===== src/rtl/txn_arb_pkg.sv =====
package txn_arb_pkg;

    localparam int unsigned DEF_THREADS = 4;
    localparam int unsigned DEF_TS_W    = 32;
    localparam int unsigned DEF_PROC_W  = 4;

    // result of one age comparison, seen from the local thread
    typedef enum logic [1:0] {
        AGE_YOUNGER = 2'd0,
        AGE_OLDER   = 2'd1,
        AGE_SAME    = 2'd2
    } age_e;

    function automatic int unsigned tid_width(input int unsigned n);
        return (n > 1) ? $clog2(n) : 1;
    endfunction

endpackage


===== src/rtl/txn_age_cmp.sv =====
module txn_age_cmp
    import txn_arb_pkg::*;
#(
    parameter int unsigned TS_W       = DEF_TS_W,
    parameter int unsigned PROC_W     = DEF_PROC_W,
    parameter int unsigned TID_W      = 2,
    parameter int unsigned LOCAL_PROC = 0,
    parameter int unsigned LOCAL_TID  = 0
) (
    input  logic [TS_W-1:0]   local_ts_i,
    input  logic [TS_W-1:0]   rem_ts_i,
    input  logic [PROC_W-1:0] rem_proc_i,
    input  logic [TID_W-1:0]  rem_tid_i,
    output age_e              age_o,
    output logic              local_zero_o
);

    localparam logic [PROC_W-1:0] MY_PROC = PROC_W'(LOCAL_PROC);
    localparam logic [TID_W-1:0]  MY_TID  = TID_W'(LOCAL_TID);

    always_comb begin
        if (rem_ts_i < local_ts_i) begin
            age_o = AGE_OLDER;
        end else if (rem_ts_i > local_ts_i) begin
            age_o = AGE_YOUNGER;
        end else if (rem_proc_i == MY_PROC) begin
            // same processor: thread index decides
            if (rem_tid_i < MY_TID) begin
                age_o = AGE_OLDER;
            end else if (rem_tid_i == MY_TID) begin
                age_o = AGE_SAME;
            end else begin
                age_o = AGE_YOUNGER;
            end
        end else if (rem_proc_i < MY_PROC) begin
            age_o = AGE_OLDER;
        end else begin
            age_o = AGE_YOUNGER;
        end
    end

    assign local_zero_o = (local_ts_i == '0);

endmodule


===== src/rtl/txn_evt_qual.sv =====
module txn_evt_qual #(
    parameter int unsigned NUM_THREADS = 4,
    parameter int unsigned TID_W       = 2,
    parameter int unsigned TS_W        = 32
) (
    input  logic                   snd_nack_i,
    input  logic                   rcv_nack_i,
    input  logic [TID_W-1:0]       rcv_tid_i,
    input  logic [NUM_THREADS-1:0] rd_hit_i,
    input  logic [NUM_THREADS-1:0] wr_hit_i,
    input  logic [TS_W-1:0]        rem_ts_i,
    input  logic [NUM_THREADS-1:0] local_zero_i,
    output logic [NUM_THREADS-1:0] snd_sel_o,
    output logic [NUM_THREADS-1:0] rcv_sel_o,
    output logic                   evt_ok_o,
    output logic                   evt_bad_o
);

    logic rem_zero;
    logic any_evt;
    logic local_bad;

    assign snd_sel_o = {NUM_THREADS{snd_nack_i}} & (rd_hit_i | wr_hit_i);

    for (genvar t = 0; t < NUM_THREADS; t++) begin : g_rcv
        assign rcv_sel_o[t] = rcv_nack_i && (rcv_tid_i == TID_W'(t));
    end

    assign rem_zero  = (rem_ts_i == '0);
    assign any_evt   = snd_nack_i | rcv_nack_i;
    assign local_bad = |((snd_sel_o | rcv_sel_o) & local_zero_i);
    assign evt_bad_o = (any_evt && rem_zero) || local_bad;
    assign evt_ok_o  = !evt_bad_o;

endmodule


===== src/rtl/txn_thread_ctx.sv =====
module txn_thread_ctx
    import txn_arb_pkg::*;
#(
    parameter int unsigned NUM_THREADS = 4,
    parameter int unsigned TS_W        = DEF_TS_W,
    parameter int unsigned PROC_W      = DEF_PROC_W,
    parameter int unsigned TID_W       = 2,
    parameter int unsigned LID_W       = 6,
    parameter int unsigned LOCAL_PROC  = 0,
    parameter int unsigned THREAD_IDX  = 0
) (
    input  logic              clk,
    input  logic              rst_n,
    input  logic [TS_W-1:0]   local_ts_i,
    input  logic [TS_W-1:0]   rem_ts_i,
    input  logic [PROC_W-1:0] rem_proc_i,
    input  logic [TID_W-1:0]  rem_tid_i,
    input  logic              snd_sel_i,
    input  logic              rcv_sel_i,
    input  logic              evt_ok_i,
    input  logic              end_i,
    output logic              local_zero_o,
    output logic              cycle_o,
    output logic              trap_o,
    output logic              wvalid_o,
    output logic [LID_W-1:0]  wid_o,
    output logic [TS_W-1:0]   wts_o
);

    typedef struct packed {
        logic             cyc;
        logic             trap;
        logic             wvalid;
        logic [LID_W-1:0] wid;
        logic [TS_W-1:0]  wts;
    } ctx_t;

    ctx_t ctx_d, ctx_q;
    age_e age;
    logic rem_older;
    logic [LID_W-1:0] rem_lid;

    txn_age_cmp #(
        .TS_W      (TS_W),
        .PROC_W    (PROC_W),
        .TID_W     (TID_W),
        .LOCAL_PROC(LOCAL_PROC),
        .LOCAL_TID (THREAD_IDX)
    ) u_cmp (
        .local_ts_i  (local_ts_i),
        .rem_ts_i    (rem_ts_i),
        .rem_proc_i  (rem_proc_i),
        .rem_tid_i   (rem_tid_i),
        .age_o       (age),
        .local_zero_o(local_zero_o)
    );

    assign rem_older = (age == AGE_OLDER);
    assign rem_lid   = LID_W'(rem_proc_i) * LID_W'(NUM_THREADS) + LID_W'(rem_tid_i);

    always_comb begin
        ctx_d = ctx_q;
        if (end_i) begin
            ctx_d.cyc    = 1'b0;
            ctx_d.trap   = 1'b0;
            ctx_d.wvalid = 1'b0;
        end else if (evt_ok_i) begin
            if (snd_sel_i && rem_older) begin
                ctx_d.cyc = 1'b1;
            end
            if (rcv_sel_i) begin
                ctx_d.wvalid = 1'b1;
                ctx_d.wid    = rem_lid;
                ctx_d.wts    = rem_ts_i;
                // only a flag held from an earlier cycle arms the trap
                if (ctx_q.cyc && rem_older) begin
                    ctx_d.trap = 1'b1;
                end
            end
        end
    end

    always_ff @(posedge clk) begin
        if (!rst_n) begin
            ctx_q <= '0;
        end else begin
            ctx_q <= ctx_d;
        end
    end

    assign cycle_o  = ctx_q.cyc;
    assign trap_o   = ctx_q.trap;
    assign wvalid_o = ctx_q.wvalid;
    assign wid_o    = ctx_q.wid;
    assign wts_o    = ctx_q.wts;

endmodule


===== src/rtl/txn_age_arbiter.sv =====
module txn_age_arbiter
    import txn_arb_pkg::*;
#(
    parameter int unsigned NUM_THREADS = DEF_THREADS,
    parameter int unsigned TS_W        = DEF_TS_W,
    parameter int unsigned PROC_W      = DEF_PROC_W,
    parameter int unsigned LOCAL_PROC  = 0,
    parameter int unsigned TID_W       = tid_width(NUM_THREADS),
    parameter int unsigned LID_W       = PROC_W + TID_W
) (
    input  logic                         clk,
    input  logic                         rst_n,
    input  logic [NUM_THREADS*TS_W-1:0]  local_ts_i,
    input  logic [TS_W-1:0]              rem_ts_i,
    input  logic [PROC_W-1:0]            rem_proc_i,
    input  logic [TID_W-1:0]             rem_tid_i,
    input  logic [NUM_THREADS-1:0]       rd_hit_i,
    input  logic [NUM_THREADS-1:0]       wr_hit_i,
    input  logic                         snd_nack_i,
    input  logic                         rcv_nack_i,
    input  logic [TID_W-1:0]             rcv_tid_i,
    input  logic [NUM_THREADS-1:0]       txn_end_i,
    output logic [NUM_THREADS-1:0]       cycle_o,
    output logic [NUM_THREADS-1:0]       trap_o,
    output logic [NUM_THREADS-1:0]       wait_valid_o,
    output logic [NUM_THREADS*LID_W-1:0] wait_id_o,
    output logic [NUM_THREADS*TS_W-1:0]  wait_ts_o,
    output logic                         ts_err_o
);

    typedef struct packed {
        logic err;
    } top_t;

    top_t top_d, top_q;

    logic [NUM_THREADS-1:0] snd_sel;
    logic [NUM_THREADS-1:0] rcv_sel;
    logic [NUM_THREADS-1:0] local_zero;
    logic                   evt_ok;
    logic                   evt_bad;

    txn_evt_qual #(
        .NUM_THREADS(NUM_THREADS),
        .TID_W      (TID_W),
        .TS_W       (TS_W)
    ) u_qual (
        .snd_nack_i  (snd_nack_i),
        .rcv_nack_i  (rcv_nack_i),
        .rcv_tid_i   (rcv_tid_i),
        .rd_hit_i    (rd_hit_i),
        .wr_hit_i    (wr_hit_i),
        .rem_ts_i    (rem_ts_i),
        .local_zero_i(local_zero),
        .snd_sel_o   (snd_sel),
        .rcv_sel_o   (rcv_sel),
        .evt_ok_o    (evt_ok),
        .evt_bad_o   (evt_bad)
    );

    for (genvar t = 0; t < NUM_THREADS; t++) begin : g_thr
        txn_thread_ctx #(
            .NUM_THREADS(NUM_THREADS),
            .TS_W       (TS_W),
            .PROC_W     (PROC_W),
            .TID_W      (TID_W),
            .LID_W      (LID_W),
            .LOCAL_PROC (LOCAL_PROC),
            .THREAD_IDX (t)
        ) u_ctx (
            .clk         (clk),
            .rst_n       (rst_n),
            .local_ts_i  (local_ts_i[t*TS_W +: TS_W]),
            .rem_ts_i    (rem_ts_i),
            .rem_proc_i  (rem_proc_i),
            .rem_tid_i   (rem_tid_i),
            .snd_sel_i   (snd_sel[t]),
            .rcv_sel_i   (rcv_sel[t]),
            .evt_ok_i    (evt_ok),
            .end_i       (txn_end_i[t]),
            .local_zero_o(local_zero[t]),
            .cycle_o     (cycle_o[t]),
            .trap_o      (trap_o[t]),
            .wvalid_o    (wait_valid_o[t]),
            .wid_o       (wait_id_o[t*LID_W +: LID_W]),
            .wts_o       (wait_ts_o[t*TS_W +: TS_W])
        );
    end

    always_comb begin
        top_d     = top_q;
        top_d.err = evt_bad;
    end

    always_ff @(posedge clk) begin
        if (!rst_n) begin
            top_q <= '0;
        end else begin
            top_q <= top_d;
        end
    end

    assign ts_err_o = top_q.err;

endmodule


===== config.mk =====
export PLATFORM = sky130hd
export DESIGN_NAME = txn_age_arbiter
export DESIGN_NICKNAME = d
export VERILOG_FILES = /design/src/rtl/txn_arb_pkg.sv /design/src/rtl/txn_age_cmp.sv /design/src/rtl/txn_evt_qual.sv /design/src/rtl/txn_thread_ctx.sv /design/src/rtl/txn_age_arbiter.sv
export SDC_FILE = /design/constraint.sdc
export NUM_CORES = 1
export LEC_CHECK = 0
export ABC_AREA = 1
export BUFFER_PORTS_ARGS = -buffer_cell sky130_fd_sc_hd__buf_2
export CAP_MARGIN = 25
export CORE_ASPECT_RATIO = 0.5
export CORE_MARGIN = 2
export CORE_UTILIZATION = 55
export CTS_BUF_LIST = sky130_fd_sc_hd__clkbuf_16
export CTS_CLUSTER_DIAMETER = 150
export DETAILED_ROUTE_END_ITERATION = 8
export HOLD_SLACK_MARGIN = 0.03
export PLACE_DENSITY = 0.84
export SYNTH_ARGS = -nofsm -noshare
export SYNTH_HDL_FRONTEND = slang
export SYNTH_SLANG_ARGS = --single-unit

===== constraint.sdc =====
create_clock -name clk -period 3.7 [get_ports clk]
set_input_delay 0.185 -clock clk [delete_from_list [all_inputs] [get_ports clk]]
set_output_delay 0.185 -clock clk [all_outputs]
set_load 0.1 [all_outputs]

==> reports/qor.csv, run 1 <==
stage,metric,value,unit
job,Max-cap violations,0,
routing,Residual DRC,0,
sta,Setup Skew,0.00131,ns
synth,Synth Net Count,2263,
placed_design,RePlAce Congestion,1.04,
critical_path,Worst path most repeated cell,nand2_1,
floorplanning,Die Span Y,107,µm
clock_network,clk sinks,165,
critical_path,Crit Path Category,in -> reg,
clock_network,Worst-Skew Late Latency,0.43,ns
global_routing,total track usage,35.1,%
sta,final setup TNS,0,ns
placed_design,PortBufs,348,
clock_network,CTS Buffer Depth,2,
critical_path,CP Data Arrival Time,2.58,ns
clock_network,Setup Buffers After CTS,0,
synth,post-synthesis xor/xnor area fraction,0,%
synth,Gate Count Post-Synth,1952,
cells_and_area,# nets final,2576,
power_and_ir_drop,leakage power,8.52,nW
routing,Routed Antenna Nets,0,
sta,final max-slew violation count,0,
routing,violation count after the first detailed-route iteration,1268,
cells_and_area,"non-filler cells, final",2554,
synth,post-synthesis sequential area ratio,28.1,%
critical_path,CP cell instances,"buf_2, inv_1, nand4_1, nor2_1, and2_1, nand2_1, nand3_1, nor2_2, nand3_4, nand2_1, nand2_1, nor2_1",
global_routing,grt ovf,0,
sta,RSZ-0062 raised after global routing,false,
clock_network,clock root buffer,clkbuf_16,
cells_and_area,most frequent cells in the layout,"468 x nand2_1, 452 x inv_1, 347 x buf_2",
clock_network,number of gates resized after cts,0,
clock_network,CTS Buf Count,17,
synth,Yosys reg bits,165,
synth,post-synthesis compound-gate area fraction,4.65,%
sta,f_max,452,MHz
floorplanning,Top Ports,349,
synth,Adder-Cell Fraction of Synth Area,13.5,%
critical_path,critical path's slowest cell,nand3_4,
placed_design,dpl cells,2515,
synth,largest family of logic cells by synthesized area,simple AND/OR/NAND/NOR gates,
routing,drt wl/cell,15.6,µm
sta,Setup Viol. Count Final,0,
sta,Final min period,2.21,ns
placed_design,post-DP HPWL,30700,µm
synth,Post-Syn Area,11700,µm²
global_routing,vias in the first global route,11700,
sta,worst-margin pin slew,1.07,ns
cells_and_area,fraction of layout cells with a size suffix above 1,18.9,%
critical_path,CP bufs+invs,2,
cells_and_area,P&R area growth vs syn,21.3,%
power_and_ir_drop,Pwr Density,361,nW/µm²
synth,Ys Warns,0,
sta,final hold violation count,0,
synth,Synth Area in Simple Gates,35.1,%
routing,met3 WL,4030,µm
routing,Via density,5.01,
routing,max layer used,met4,
synth,Unique masters post-synth,29,
synth,mux contribution to synthesized area,0,%
sta,hold slack,0.0406,ns
floorplanning,die area,22600,µm²
routing,Post-Route WL,39800,µm
cells_and_area,Util after Layout,68.6,%
critical_path,family with the most delay on the worst path,simple AND/OR/NAND/NOR gates,
floorplanning,Core Rows,37,
routing,met2 wire len,17300,µm
critical_path,"Req. time, crit path",4.07,ns
floorplanning,Starting Density,56.6,%
sta,slew margin rel.,28.4,%
critical_path,Crit Path Max Fanout,76,
clock_network,clk slew on worst S/H paths,0.07,ns
critical_path,crit path capture type,register,
worst_hold_path,worst hold path class,in -> reg,
critical_path,CP startpoint kind,primary input,
routing,Pre-Repair DR Iteration Count,7,
global_routing,initial antenna violation count,3,
clock_network,# H-tree levels,4,
synth,syn avg cell area,6.01,µm²
clock_network,TritonCTS clock tree,yes,
global_routing,largest net degree at the start of global routing,84,
sta,fin crit share,59.8,%
status,status,finished clean,
floorplanning,core area,20700,µm²
floorplanning,die width,211,µm
global_routing,first-pass GRT wire length,61100,µm
cells_and_area,"commonest non-fill, non-tap cell in the layout",nand2_1,
power_and_ir_drop,VDD IR max,0.304,mV
critical_path,max incr delay on CP,0.71,ns
routing,WL met1,17500,µm
routing,via count,12800,
## cells by family (layout without fill, tap and decap cells)
group,count (synthesis),after routing
AOI/OAI and AO/OA,104,104
adders and majority gates,127,127
buffers and inverters,551,877
DFF,165,165
other,0,3
and+or+nand+nor,1005,1005
## through the flow
| stage | setup slack (ns) | instance area, µm² | power [mW] |
|---|---|---|---|
| detailed placement | 1.15 | 13600 | 3.29 |
| global placement | 1.08 | 13600 | 3.28 |
| global route | 1.32 | 14200 | 5.34 |
| finish | 1.49 | 14200 | 5.13 |
| CTS | 1.58 | 14200 | 5.12 |
| floorplan | 2.17 | 11700 | 2.90 |
## layout make-up
type                    count  area (µm²)
repair buffers            367        1910
well taps                 273         342
flip-flops and latches    165        3300
fillers                  1920        6500
diodes                      3        7.51
inverters                 478        1790
clock inverters            15         183
multi-input cells        1236        6270
clock buffers              17         425
## worst paths after layout
kind,slack [ns],end,depth (start not counted),start
worst min register to register,0.46,g_thr[2].u_ctx.trap_o$_SDFFE_PP0P_,2,g_thr[2].u_ctx.trap_o$_SDFFE_PP0P_
worst max register to register,2.96,g_thr[0].u_ctx.wts_o[2]$_SDFFE_PN0P_,4,g_thr[0].u_ctx.wts_o[2]$_SDFFE_PN0P_
worst min-delay path,0.04,g_thr[0].u_ctx.wid_o[0]$_SDFFE_PN0P_,3,rem_tid_i[0]
worst max-delay path,1.49,g_thr[0].u_ctx.wid_o[0]$_SDFFE_PN0P_,12,rem_ts_i[20]
## cell usage after synthesis (all sizes together)
| master | number | area [µm²] |
|---|---|---|
| nor3 | 19 | 129 |
| nand4 | 25 | 156 |
| buf | 43 | 270 |
| nand3b | 1 | 7.51 |
| clkbuf | 30 | 113 |
| nor4 | 2 | 12.5 |
| nand3 | 153 | 783 |
| or2 | 1 | 6.26 |
| ha | 127 | 1590 |
| inv | 478 | 1790 |
| nor3b | 1 | 7.51 |
| a21oi | 75 | 375 |
| nand2 | 469 | 1760 |
| o21a | 9 | 67.6 |
| a21boi | 1 | 7.51 |
| o21ai | 19 | 95.1 |
| dfxtp | 165 | 3300 |
| and2 | 1 | 6.26 |
| nor2 | 333 | 1250 |
## power by group
part	internal (mW)	switching, mW	total, mW
clock network	0.974	0.876	1.85
registers	1.84	0.0366	1.87
logic	0.361	1.05	1.41
## layer usage
layer  vias to the layer above  GRT usage (%)
met5                         -              0
met4                         0           10.6
met3                        74           7.09
met2                       637           56.5
met1                      5639           47.7
li1                       6448              -
## tightest hold or removal path: stages
cell    delay [ns]
buf_2         0.11
nor2_1        0.05
nor2_1        0.08
## timing repair
action / in CTS / in global routing
endpoints found under the setup margin: 0 / 0
hold endpoints to repair: 4 / 0
hold buffers: 4 / 0
## state kept, by name, indices dropped and copies added, names as in the netlist
signal,cells
g_thr.u_ctx.cycle_o,4
g_thr.u_ctx.trap_o,4
g_thr.u_ctx.wid_o,24
g_thr.u_ctx.wts_o,128
g_thr.u_ctx.wvalid_o,4
ts_err_o,1
(Power assumes the default switching activity.)
==> run 2: changes to the inputs <==
--- a/config.mk
+++ b/config.mk
@@ -5,17 +5,17 @@
 export SDC_FILE = /design/constraint.sdc
 export NUM_CORES = 1
 export LEC_CHECK = 0
-export ABC_AREA = 1
+export ABC_AREA = 0
 export BUFFER_PORTS_ARGS = -buffer_cell sky130_fd_sc_hd__buf_2
 export CAP_MARGIN = 25
 export CORE_ASPECT_RATIO = 0.5
 export CORE_MARGIN = 2
-export CORE_UTILIZATION = 55
+export CORE_UTILIZATION = 46
 export CTS_BUF_LIST = sky130_fd_sc_hd__clkbuf_16
 export CTS_CLUSTER_DIAMETER = 150
 export DETAILED_ROUTE_END_ITERATION = 8
 export HOLD_SLACK_MARGIN = 0.03
-export PLACE_DENSITY = 0.84
+export PLACE_DENSITY = 0.77
 export SYNTH_ARGS = -nofsm -noshare
 export SYNTH_HDL_FRONTEND = slang
 export SYNTH_SLANG_ARGS = --single-unit
==> constraint.sdc (replaced) <==
create_clock -name clk -period 1.9 [get_ports clk]
set_input_delay 0.095 -clock clk [delete_from_list [all_inputs] [get_ports clk]]
set_output_delay 0.095 -clock clk [all_outputs]
set_load 0.1 [all_outputs]
==> run 2 against run 1 <==
Net effect: synthesized area shrank 14%; utilization is 6.0 points lower; synthesized cell count shrank 45%; final cell count is 28% lower; sequential share of layout area rose by 1.2 points; critical path depth decreased by 2; critical endpoint is now g_thr[3].u_ctx.wts_o[24]$_SDFFE_PN0P_; highest routed layer unchanged.
==> reports/qor.csv, run 2 <==
stage,metric,value,unit,change
routing,Residual DRC,0,,unchanged
synth,Synth Area in Simple Gates,20.1,%,was 35.1%
sta,fin crit share,97.8,%,
power_and_ir_drop,Pwr Density,672,nW/µm²,was 361 nW/µm²
cells_and_area,P&R area growth vs syn,34.3,%,was 21.3%
routing,Pre-Repair DR Iteration Count,5,,was 7
critical_path,Worst R2R Setup Slack,1.08,ns,was 2.96 ns
synth,synth cell count leaders,"165 x dfxtp_1, 161 x nor2b_1, 152 x mux2i_1, 129 x inv_1, 127 x ha_1",,"was 468 x nand2_1, 452 x inv_1, 332 x nor2_1, 165 x dfxtp_1, 151 x nand3_1"
cells_and_area,Util after Layout,62.6,%,was 68.6%
floorplanning,Top Ports,349,,unchanged
global_routing,met1 GRT Util,36.4,%,was 47.7%
clock_network,# H-tree levels,4,,unchanged
global_routing,largest net degree at the start of global routing,61,,was 84
status,status,finished clean,,unchanged
clock_network,Worst-Skew Late Latency,0.44,ns,was 0.43 ns
floorplanning,Core Rows,38,,was 37
critical_path,CP Launch Point,local_ts_i[32],,was rem_ts_i[20]
critical_path,Crit Path Category,in -> reg,,unchanged
clock_network,TritonCTS clock tree,yes,,unchanged
synth,"Top FF cell, synth",dfxtp_1,,unchanged
critical_path,CP Data Arrival Time,2.20,ns,was 2.58 ns
synth,post-synthesis xor/xnor area fraction,0,%,unchanged
global_routing,first-pass GRT wire length,54200,µm,was 61100 µm
synth,most frequent cell after synthesis,dfxtp_1,,was nand2_1
global_routing,total track usage,31.3,%,was 35.1%
clock_network,CTS Buffer Depth,2,,unchanged
synth,largest family of logic cells by synthesized area,simple AND/OR/NAND/NOR gates,,unchanged
power_and_ir_drop,VDD IR max,0.599,mV,was 0.304 mV
sta,Setup Viol. Count Final,0,,unchanged
routing,Post-Route WL,36700,µm,was 39800 µm
cells_and_area,fraction of layout cells with a size suffix above 1,33.2,%,was 18.9%
synth,Unique masters post-synth,52,,was 29
worst_hold_path,hold-critical path depth,4,,was 3
global_routing,initial antenna violation count,0,,was 3
critical_path,"Req. time, crit path",2.24,ns,was 4.07 ns
cells_and_area,fillcell total,1910,,was 1920
critical_path,crit path capture type,register,,unchanged
global_routing,most used routing layer,met2,,unchanged
synth,post-synthesis compound-gate area fraction,7.79,%,was 4.65%
cells_and_area,"commonest non-fill, non-tap cell in the layout",buf_2,,was nand2_1
global_routing,GRT met2 Usage,55.2,%,was 56.5%
synth,Synth top area share,32.8,%,was 28.1%
power_and_ir_drop,leakage power,7.68,nW,was 8.52 nW
critical_path,reg2reg end,g_thr[0].u_ctx.trap_o$_SDFFE_PP0P_,,was g_thr[0].u_ctx.wts_o[2]$_SDFFE_PN0P_
placed_design,RePlAce Congestion,0.890,,was 1.04
cells_and_area,max FFs per register,128,,unchanged
critical_path,Crit Path Max Fanout,22,,was 76
synth,Yosys reg bits,165,,unchanged
sta,final max-slew violation count,0,,unchanged
sta,final hold violation count,0,,unchanged
sta,Final min period,1.86,ns,
worst_hold_path,worst hold path class,in -> reg,,unchanged
routing,via count,9809,,was 12800
synth,Adder-Cell Fraction of Synth Area,15.8,%,was 13.5%
cells_and_area,most frequent cells in the layout,"347 x buf_2, 165 x dfxtp_1, 161 x nor2b_1",,"was 468 x nand2_1, 452 x inv_1, 347 x buf_2"
floorplanning,Die Span Y,109,µm,was 107 µm
synth,mux contribution to synthesized area,15.1,%,was 0%
clock_network,CTS Buf Count,17,,unchanged
worst_hold_path,hold path start,rem_proc_i[3],,was rem_tid_i[0]
routing,Routed Antenna Nets,0,,unchanged
global_routing,grt ovf,0,,unchanged
sta,f_max,538,MHz,
clock_network,clk slew on worst S/H paths,0.07,ns,about the same
synth,Ys Warns,0,,unchanged
global_routing,vias in the first global route,10100,,was 11700
synth,post-synthesis sequential area ratio,32.8,%,was 28.1%
synth,"EDFF count, synth",0,,unchanged
placed_design,dpl cells,1804,,was 2515
job,Max-cap violations,0,,unchanged
synth,post-synthesis async set-or-reset flop share,0,%,unchanged
critical_path,worst r2r src,g_thr[0].u_ctx.cycle_o$_SDFFE_PP0P_,,was g_thr[0].u_ctx.wts_o[2]$_SDFFE_PN0P_
critical_path,CP startpoint kind,primary input,,unchanged
synth,"top cells by area, synth","dfxtp_1 33%, ha_1 16%, mux2i_1 15%",,"was dfxtp_1 28%, nand2_1 15%, inv_1 14%"
floorplanning,die width,213,µm,was 211 µm
global_routing,met3 usage,7.81,%,was 7.09%
worst_hold_path,Worst Hold End,g_thr[2].u_ctx.wid_o[5]$_SDFFE_PN0P_,,was g_thr[0].u_ctx.wid_o[0]$_SDFFE_PN0P_
floorplanning,Starting Density,46.6,%,was 56.6%
synth,Synth Net Count,1389,,was 2263
sta,Setup Skew,0.00112,ns,was 0.00131 ns
critical_path,Reg2Reg Depth,2,,was 4
floorplanning,core area,21600,µm²,was 20700 µm²
synth,syn avg cell area,9.33,µm²,was 6.01 µm²
cells_and_area,"non-filler cells, final",1846,,was 2554
clock_network,clk sinks,165,,unchanged
routing,Via density,5.31,,was 5.01
synth,largest area contributor in the synthesized netlist,dfxtp_1,,unchanged
routing,drt wl/cell,19.9,µm,was 15.6 µm
synth,Gate Count Post-Synth,1078,,was 1952
cells_and_area,# nets final,1842,,was 2576
sta,slew margin rel.,55.4,%,was 28.4%
sta,worst-margin pin slew,0.662,ns,was 1.07 ns
placed_design,PortBufs,348,,unchanged
floorplanning,die area,23100,µm²,was 22600 µm²
clock_network,clock root buffer,clkbuf_16,,unchanged
routing,violation count after the first detailed-route iteration,600,,was 1268
synth,Post-Syn Area,10100,µm²,was 11700 µm²
sta,RSZ-0062 raised after global routing,false,,unchanged
placed_design,post-DP HPWL,28800,µm,was 30700 µm
## run 2: cell types whose count changed in the layout (fill, tap and decap cells not counted), sizes merged, moves of 10 or more
cell / before / now
a21o: 0 / 10
a21oi: 75 / 45
buf: 363 / 471
inv: 486 / 135
mux2i: 0 / 152
nand2: 469 / 31
nand3: 153 / 14
nor2: 333 / 21
nor2b: 0 / 161
nor4: 2 / 48
## run 2: cell families after synthesis
group	Yosys count
multiplexers	152
adder cells (fa/ha/maj)	127
AO/OA/AOI/OAI	124
flip-flops	165
buffers and inverters	174
AND/OR/NAND/NOR	336
## run 2: final cells by class
class	count	area, µm²	area share [%]
diodes	2	5.00	0.0370
clock buffers	17	425	3.15
clock inverters	15	123	0.907
inverters	129	484	3.58
multi-input cells	739	5940	43.9
flip-flops and latches	165	3300	24.4
well taps	300	375	2.78
repair buffers	479	2860	21.2
## run 2: routing by layer
layer  up-vias  part of all wire, %
li1       4687                    -
met1      4696                   42
met2       335                   49
met3        91                  6.0
met4         0                  3.1
met5         -                    0
## run 2: how the worst max path moves through the flow
stage                                       endpoint  slack (ns)  depth (start not counted)
6_report       g_thr[3].u_ctx.wts_o[24]$_SDFFE_PN0P_        0.04                         10
3_3_place_gp    g_thr[3].u_ctx.wid_o[5]$_SDFFE_PN0P_       -0.58                         11
3_5_place_dp    g_thr[3].u_ctx.wid_o[1]$_SDFFE_PN0P_       -0.58                         11
5_1_grt         g_thr[3].u_ctx.wid_o[1]$_SDFFE_PN0P_       0.001                         10
4_1_cts        g_thr[3].u_ctx.wts_o[24]$_SDFFE_PN0P_        0.09                         11
2_1_floorplan  g_thr[0].u_ctx.wts_o[10]$_SDFFE_PN0P_        0.26                          9
## run 2: repair_timing
action,4_1_cts,5_1_grt
endpoints found under the setup margin,126,3
setup buffers,0,0
resized for setup,1,1
hold endpoints to repair,8,0
pin swaps,0,1
hold buffers,8,0
## run 2: report_power, final
group	internal (mW)	switching (mW)	total [mW]	leakage, nW
Sequential	3.53	0.0421	3.58	1.34
Combinational	0.777	1.43	2.21	6.08
Clock	1.70	1.60	3.30	0.262
Total	6.01	3.07	9.09	7.68
## run 2: critical path, cell delays in order
cell,delay [ns]
buf_2,0.14
buf_4,0.15
nor4_1,0.32
nand4_1,0.28
a211oi_1,0.32
nor2_2,0.14
nand3_2,0.21
buf_12,0.24
mux2i_1,0.21
nor2b_1,0.07
## run 2: stage by stage
stage	cell area (µm²)	worst slack, ns	hold WS (ns)	TNS (ns)	total power [mW]
final	13500	0.0416	0.0522	0	9.09
after floorplan	10100	0.265	0.261	0	4.95
after global routing	13500	0.00100	0.0478	0	9.44
after detailed placement	12900	-0.584	0.438	-79.65	5.81
after global placement	12900	-0.584	0.424	-83.03	5.75
after CTS	13500	0.0908	0.0329	0	9.12
==> run 3: changes to the inputs <==
--- a/config.mk
+++ b/config.mk
@@ -10,12 +10,12 @@
 export CAP_MARGIN = 25
 export CORE_ASPECT_RATIO = 0.5
 export CORE_MARGIN = 2
-export CORE_UTILIZATION = 46
+export CORE_UTILIZATION = 55
 export CTS_BUF_LIST = sky130_fd_sc_hd__clkbuf_16
 export CTS_CLUSTER_DIAMETER = 150
 export DETAILED_ROUTE_END_ITERATION = 8
 export HOLD_SLACK_MARGIN = 0.03
-export PLACE_DENSITY = 0.77
+export PLACE_DENSITY = 0.87
 export SYNTH_ARGS = -nofsm -noshare
 export SYNTH_HDL_FRONTEND = slang
 export SYNTH_SLANG_ARGS = --single-unit
==> constraint.sdc (replaced) <==
create_clock -name clk -period 2.3 [get_ports clk]
set_input_delay 0.115 -clock clk [delete_from_list [all_inputs] [get_ports clk]]
set_output_delay 0.115 -clock clk [all_outputs]
set_load 0.1 [all_outputs]
==> run 3 against run 2 <==
Net effect: clock skew up 0.0073 ns; clock-buffer cell count unchanged; sequential cell count unchanged; power down 17%; critical path depth down 3; clock power down 13%; final cell count down 8.5%; global-route usage up 3.0 points; critical path type unchanged; first-iteration DRC count down 19%; via count down 2.0%.
==> reports/qor.csv, run 3 (synthesized netlist as in run 2, its figures left out) <==
stage,metric,value,unit,change
cells_and_area,most frequent cells in the layout,"347 x buf_2, 165 x dfxtp_1, 161 x nor2b_1",,unchanged
worst_hold_path,hold path start,txn_end_i[0],,was rem_proc_i[3]
clock_network,clk slew on worst S/H paths,0.07,ns,about the same
placed_design,RePlAce Congestion,0.972,,was 0.890
floorplanning,core area,17700,µm²,was 21600 µm²
global_routing,grt ovf,0,,unchanged
clock_network,clock root buffer,clkbuf_16,,unchanged
sta,Setup Viol. Count Final,0,,unchanged
global_routing,vias in the first global route,9481,,was 10100
routing,Pre-Repair DR Iteration Count,5,,unchanged
placed_design,PortBufs,348,,unchanged
floorplanning,die area,19500,µm²,was 23100 µm²
sta,setup ws final,0.109,ns,was 0.0416 ns
cells_and_area,max FFs per register,128,,unchanged
floorplanning,Die Span Y,99.6,µm,was 109 µm
routing,Via density,5.69,,was 5.31
floorplanning,Core Rows,34,,was 38
critical_path,CP Data Arrival Time,2.56,ns,was 2.20 ns
power_and_ir_drop,leakage power,7.26,nW,was 7.68 nW
worst_hold_path,hold-critical path depth,3,,was 4
global_routing,initial antenna violation count,0,,unchanged
cells_and_area,P&R area growth vs syn,26.9,%,was 34.3%
sta,Setup Skew,0.00840,ns,was 0.00112 ns
routing,via count,9609,,was 9809
clock_network,hold-fix buffers at CTS,6,,was 8
critical_path,Crit Path Category,in -> reg,,unchanged
clock_network,CTS Buffer Depth,2,,unchanged
sta,slew margin rel.,57.6,%,was 55.4%
routing,Post-Route WL,33900,µm,was 36700 µm
sta,f_max,456,MHz,
critical_path,reg2reg end,g_thr[0].u_ctx.trap_o$_SDFFE_PP0P_,,unchanged
clock_network,number of gates resized after cts,0,,was 1
critical_path,CP startpoint kind,primary input,,unchanged
placed_design,post-DP HPWL,26200,µm,was 28800 µm
clock_network,TritonCTS clock tree,yes,,unchanged
routing,violation count after the first detailed-route iteration,486,,was 600
critical_path,Worst R2R Setup Slack,1.45,ns,was 1.08 ns
placed_design,Place WS,0.0499,ns,was -0.584 ns
job,Max-cap violations,0,,unchanged
sta,RSZ-0062 raised after global routing,false,,unchanged
routing,drt wl/cell,20.0,µm,was 19.9 µm
clock_network,clk sinks,165,,unchanged
routing,Residual DRC,0,,unchanged
sta,final setup TNS,0,ns,unchanged
global_routing,total track usage,34.3,%,was 31.3%
power_and_ir_drop,Pwr Density,589,nW/µm²,was 672 nW/µm²
clock_network,# H-tree levels,4,,unchanged
sta,fin crit share,95.3,%,
floorplanning,Top Ports,349,,unchanged
clock_network,Setup Buffers After CTS,0,,unchanged
sta,worst-margin pin slew,0.635,ns,was 0.662 ns
power_and_ir_drop,Tot Pwr,7.52,mW,was 9.09 mW
routing,Routed Antenna Nets,0,,unchanged
critical_path,crit path capture type,register,,unchanged
sta,Final min period,2.19,ns,
critical_path,Crit Path Max Fanout,5,,was 22
worst_hold_path,Worst Hold End,g_thr[0].u_ctx.wvalid_o$_SDFFE_PP0P_,,was g_thr[2].u_ctx.wid_o[5]$_SDFFE_PN0P_
power_and_ir_drop,VDD IR max,0.510,mV,was 0.599 mV
global_routing,first-pass GRT wire length,51300,µm,was 54200 µm
cells_and_area,fraction of layout cells with a size suffix above 1,29.1,%,was 33.2%
critical_path,Reg2Reg Depth,2,,unchanged
critical_path,"Req. time, crit path",2.67,ns,was 2.24 ns
sta,final hold violation count,0,,unchanged
worst_hold_path,worst hold path class,in -> reg,,unchanged
floorplanning,Starting Density,57.0,%,was 46.6%
sta,final max-slew violation count,0,,unchanged
status,status,finished clean,,unchanged
global_routing,largest net degree at the start of global routing,73,,was 61
cells_and_area,# nets final,1753,,was 1842
cells_and_area,"commonest non-fill, non-tap cell in the layout",buf_2,,unchanged
critical_path,worst r2r src,g_thr[0].u_ctx.cycle_o$_SDFFE_PP0P_,,unchanged
floorplanning,die width,195,µm,was 213 µm
clock_network,CTS Buf Count,17,,unchanged
clock_network,Worst-Skew Late Latency,0.43,ns,was 0.44 ns
==> run 3: cell types whose count changed in the layout (fill, tap and decap cells not counted), sizes merged <==
cell and change:
buf -87, bufinv +2, dlygate4sd3 -2, clkinv -1
clkinvlp -1, diode -1
==> run 3: metrics by stage <==
step	instances	cell area (µm²)	util [%]	hold slack [ns]
6_report	1690	12800	72.3	0.0726
5_1_grt	1689	12800	72.3	0.0682
4_1_cts	1689	12800	72.3	0.0414
3_5_place_dp	1651	12100	68.7	0.441
3_3_place_gp	1651	12100	68.7	0.431
2_1_floorplan	1078	10100	-	0.281
==> run 3: layout make-up <==
cell class | count | area, µm²
clock inverter | 15 | 155
clock buffer | 17 | 425
timing repair buffer | 390 | 2190
sequential | 165 | 3300
inverter | 129 | 484
fill | 1338 | 4880
multi-input combinational | 739 | 5920
antenna | 1 | 2.50
tap | 234 | 293
==> run 3: power breakdown <==
group          internal, mW  switching, mW  total (mW)
Clock                  1.61           1.27        2.88
Combinational         0.549           1.14        1.69
Sequential             2.92         0.0338        2.95
Total                  5.08           2.44        7.52
==> run 3: worst max path at each step <==
stage                              start                               endpoint  slack (ns)  cells past startpoint
after floorplan           local_ts_i[58]  g_thr[0].u_ctx.wts_o[10]$_SDFFE_PN0P_        0.64                      9
after detailed placement    rem_ts_i[14]    g_thr[1].u_ctx.cycle_o$_SDFFE_PP0P_        0.05                      9
after global routing       rem_proc_i[0]    g_thr[3].u_ctx.cycle_o$_SDFFE_PP0P_        0.03                      7
after CTS                  rem_proc_i[0]    g_thr[1].u_ctx.cycle_o$_SDFFE_PP0P_        0.17                      7
final                      rem_proc_i[0]    g_thr[1].u_ctx.cycle_o$_SDFFE_PP0P_        0.11                      7
after global placement    local_ts_i[41]  g_thr[2].u_ctx.wts_o[25]$_SDFFE_PN0P_       0.005                      9
==> run 3: layer usage <==
metal | GRT usage [%] | vias to the layer above | wire [µm]
li1 | - | 4503 | -
met1 | 40.8 | 4603 | 14100
met2 | 58.8 | 412 | 15900
met3 | 10.1 | 91 | 2750
met4 | 14.0 | 0 | 1080
met5 | 0 | - | 0
==> run 3: worst max-delay path, cell delays in order <==
cell	delay (ns)
dlygate4sd3_1	0.56
buf_2	0.17
or4_1	0.65
nor4_1	0.38
nand2_1	0.16
o21ai_0	0.31
a32o_1	0.21
